<file path="src/rtl/esd_pkg.sv">
package esd_pkg;
  localparam int WORD_W        = 32;
  localparam int SUM_W         = 7;
  localparam int STRENGTH_LO   = 24;
  localparam int STRENGTH_HI   = 32;
  localparam int ZC_W          = $clog2(WORD_W + 1);
  localparam int STAT_FAIL_BIT = 7;
  localparam int STAT_CNT_W    = 6;

  typedef enum logic {PH_IDLE = 1'b0, PH_SCAN = 1'b1} phase_e;

  // number of cleared bits in one word
  function automatic logic [ZC_W-1:0] zeros_in_word(input logic [WORD_W-1:0] w);
    logic [ZC_W-1:0] n;
    n = '0;
    for (int b = 0; b < WORD_W; b++) n = n + ZC_W'(~w[b]);
    return n;
  endfunction

  // add with clamp at the all-ones value
  function automatic logic [SUM_W-1:0] sat_add(input logic [SUM_W-1:0] a,
                                               input logic [ZC_W-1:0] b);
    logic [SUM_W:0] s;
    s = {1'b0, a} + (SUM_W+1)'(b);
    return s[SUM_W] ? '1 : s[SUM_W-1:0];
  endfunction

  // half the selected correction strength
  function automatic logic [SUM_W-1:0] flip_limit(input logic hi);
    return hi ? SUM_W'(STRENGTH_HI / 2) : SUM_W'(STRENGTH_LO / 2);
  endfunction
endpackage

</file>
<file path="src/rtl/esd_zero_accum.sv">
module esd_zero_accum
  import esd_pkg::*;
(
  input  logic              clk,
  input  logic              rst_n,
  input  logic              clear_i,
  input  logic              add_i,
  input  logic [WORD_W-1:0] word_i,
  input  logic [SUM_W-1:0]  limit_i,
  output logic [SUM_W-1:0]  total_o,
  output logic              over_o,
  output logic [SUM_W-1:0]  sum_next_o,
  output logic              over_next_o
);
  logic [SUM_W-1:0] total_q;

  assign total_o     = total_q;
  assign over_o      = total_q > limit_i;
  assign sum_next_o  = over_o ? total_q : sat_add(total_q, zeros_in_word(word_i));
  assign over_next_o = sum_next_o > limit_i;

  always_ff @(posedge clk or negedge rst_n) begin
    if (!rst_n)       total_q <= '0;
    else if (clear_i) total_q <= '0;
    else if (add_i)   total_q <= sum_next_o;
  end
endmodule

</file>
<file path="config.mk">
export PLATFORM = sky130hd
export DESIGN_NAME = esd_zero_accum
export DESIGN_NICKNAME = d
export VERILOG_FILES = /design/src/rtl/esd_pkg.sv /design/src/rtl/esd_zero_accum.sv
export SDC_FILE = /design/constraint.sdc
export NUM_CORES = 1
export LEC_CHECK = 0
export BUFFER_PORTS_ARGS = -buffer_cell sky130_fd_sc_hd__buf_2
export CAP_MARGIN = 5
export CELL_PAD_IN_SITES_DETAIL_PLACEMENT = 2
export CELL_PAD_IN_SITES_GLOBAL_PLACEMENT = 2
export CORE_MARGIN = 5
export CORE_UTILIZATION = 33
export CTS_BUF_LIST = sky130_fd_sc_hd__clkbuf_8
export DETAILED_ROUTE_END_ITERATION = 10
export PLACE_DENSITY_LB_ADDON = 0.1
export SETUP_SLACK_MARGIN = 0.4
export SLEW_MARGIN = 20
export SYNTH_ARGS = -nofsm -noshare
export SYNTH_HDL_FRONTEND = slang
export SYNTH_SLANG_ARGS = --single-unit
</file>
<file path="constraint.sdc">
create_clock -name clk -period 19.25 [get_ports clk]
set_input_delay 0.9625 -clock clk [delete_from_list [all_inputs] [get_ports clk]]
set_output_delay 0.9625 -clock clk [all_outputs]
set_load 0.05 [all_outputs]
</file>
==> reports/metrics.yaml <==
logic_synthesis:
  synth_cells: 197
  yosysMostFrequentCell: "inv_1"
  asyncSetResetFlopFracSynth: 1.00
  synth_top_area_frac: 0.282
  syn_area_sq_um: 1770
  yosys_register_bits: 7
  ys_seq_area_frac: 0.0987
  synth_nets: 292
  synth_cell_types: 34
  yosysTopAreaCell: "fa_1"
  synth_area_leaders: "fa_1 28%, ha_1 19%, inv_1 11%"
  synth_warnings: 0
  yosys-top-cells-count: "51 x inv_1, 27 x ha_1, 25 x fa_1"
  syn_area_per_cell_sq_um: 9.01
  synth_edf_count: 0
  synthFlopType: "dfrtp_1"
floorplan:
  start_util: 0.343
  die_h_um: 83.3
  design.core.area_sq_um: 5170
  die_area_sq_um: 6940
  ios: 59
  placementRows: 26
  die_w_um: 83.3
setup_path:
  path_max_fanout: 5
  crit_type: "in -> out"
  r2r_setup_slack_ps: 16710
  regToRegStartpoint: "total_o[6]"
  worstPathRequired_ps: 18290
  worstPathArrival_ps: 7680
  start_kind: "primary input"
  end_kind: "output pin"
  startpoint: "word_i[0]"
run:
  drv_cap: 0
clocking:
  cts-resized-gates: 0
  post_cts_buffers: 0
  cts_buffers: 3
  cts_max_level: 1
  path_clk_slew_ps: 40
  clk_latency_ps: 230
  cts_sinks: 7
  cts_buffer_depth: 2
  tritoncts: "done"
  postCtsHoldBufs: 0
  root_buffer: "clkbuf_8"
finish:
  largest_reg_flops: 7
  layout.nets: 353
  drive_gt1_frac: 0.268
  syn_to_final_growth_pct: 23.1
  antennaDiodeCount: 0
  fillers: 610
global_route:
  grt_max_degree: 14
  grt_pass1_vias: 1804
  antenna_found_initial: 0
  grt_pass1_wl_um: 8300
  grt-ovfl-total: 0
  track_usage: 0.143
drt:
  drt-initial-drc-count: 21
  dr.pass1.iters: 2
  vias_per_cell: 4.77
  drcViolationCount: 0
  ant_nets: 0
  vias: 1561
  totalWireLength_um: 4830
  wl_per_cell_um: 14.8
sta:
  maxSlewViolCount: 0
  setup_tns_ps: 0
  relSlewSlack: 0.325
  rsz0062_at_grt: "no"
  finalSetupViolCount: 0
  timing_hold_violations_final: 0
  clock_skew_ps: 0.684
  fin_crit_sh: 0.449
  fmax_mhz: 116
  worst_slew_pin_slew_ps: 1010
  finalCriticalPeriod_ps: 8640
status:
  status: "completed"
place:
  portBuffers: 58
  hpwl_um: 4540
  place.gp.congestion: 0.771
worst_hold_path:
  hp-class: "in -> async"
layout by cell type (no fill, tap or decap), types with 3 or more instances in the layout:
cell / count
a21oi_1: 18
dfrtp_1: 7
fa_1: 25
xnor2_1: 5
nor2b_1: 3
inv_1: 52
a211oi_1: 4
nor2_1: 17
mux2i_1: 3
nand4_1: 3
clkbuf_8: 3
a21o_1: 4
buf_2: 58
o21ai_0: 5
ha_1: 27
critical path: stages:
cell and delay, ps:
buf_2 110, fa_1 540, inv_1 60, fa_1 540
fa_1 450, fa_1 560, fa_1 450, fa_1 520
ha_1 190, inv_1 60, fa_1 400, inv_1 80
a21o_1 110, a21oi_1 70, xnor2_1 140, ha_1 380
o211ai_1 160, o211a_1 270, nor2_2 180, nor2_1 100
a21oi_1 220, ha_1 280, a21oi_1 170, nor2b_1 60
o21ai_0 140, o21ai_0 100, o22a_1 180, buf_2 210
path summary, 6_finish.rpt:
kind,end,depth (start not counted)
max reg2reg,total_o[6],6
min in group clk,total_o[0],2
min,total_o[0],1
max,over_next_o,28
min reg2reg,total_o[0],2
max in group asynchronous,total_o[4],1
routing by layer:
metal,share of wire,vias up,global-route usage
li1,-,764,-
met1,0.48,762,0.190
met2,0.48,35,0.247
met3,0.042,0,0.0347
met4,0,0,0.00446
met5,0,-,0
kinds of logic (layout without fill, tap and decap cells):
group,Yosys count,count (layout),synth area share
buffers and inverters,53,113,0.115
adders and majority gates,52,52,0.472
AOI/OAI and AO/OA,44,44,0.175
and+or+nand+nor,30,30,0.0797
DFF,7,7,0.0987
xor gates and xnor gates,6,6,0.0296
muxes,5,5,0.0296
final cells by class:
cell class / instances / area [sq um] / area share
Inverter: 51 / 191 / 0.0876
Timing Repair Buffer: 58 / 290 / 0.133
Sequential cell: 7 / 175 / 0.0802
Clock inverter: 1 / 3.75 / 0.00172
Clock buffer: 3 / 41.3 / 0.0189
Multi-Input combinational cell: 137 / 1400 / 0.639
Tap cell: 70 / 87.6 / 0.0401
metrics by stage:
stage                     cell area [sq um]  cells  hold WS, ps  utilization  setup slack, ps
after CTS                              2180    327          568        0.422            10520
after floorplan                        1770    197          667            -            10440
final                                  2180    327          570        0.422            10610
after detailed placement               2140    323          652        0.414            10550
after global routing                   2180    327          575        0.422            10160
after global placement                 2140    323          635        0.414            10660
Power is not shown: default switching activity piles up to over one toggle a cycle in this logic, so the estimate is an artifact.
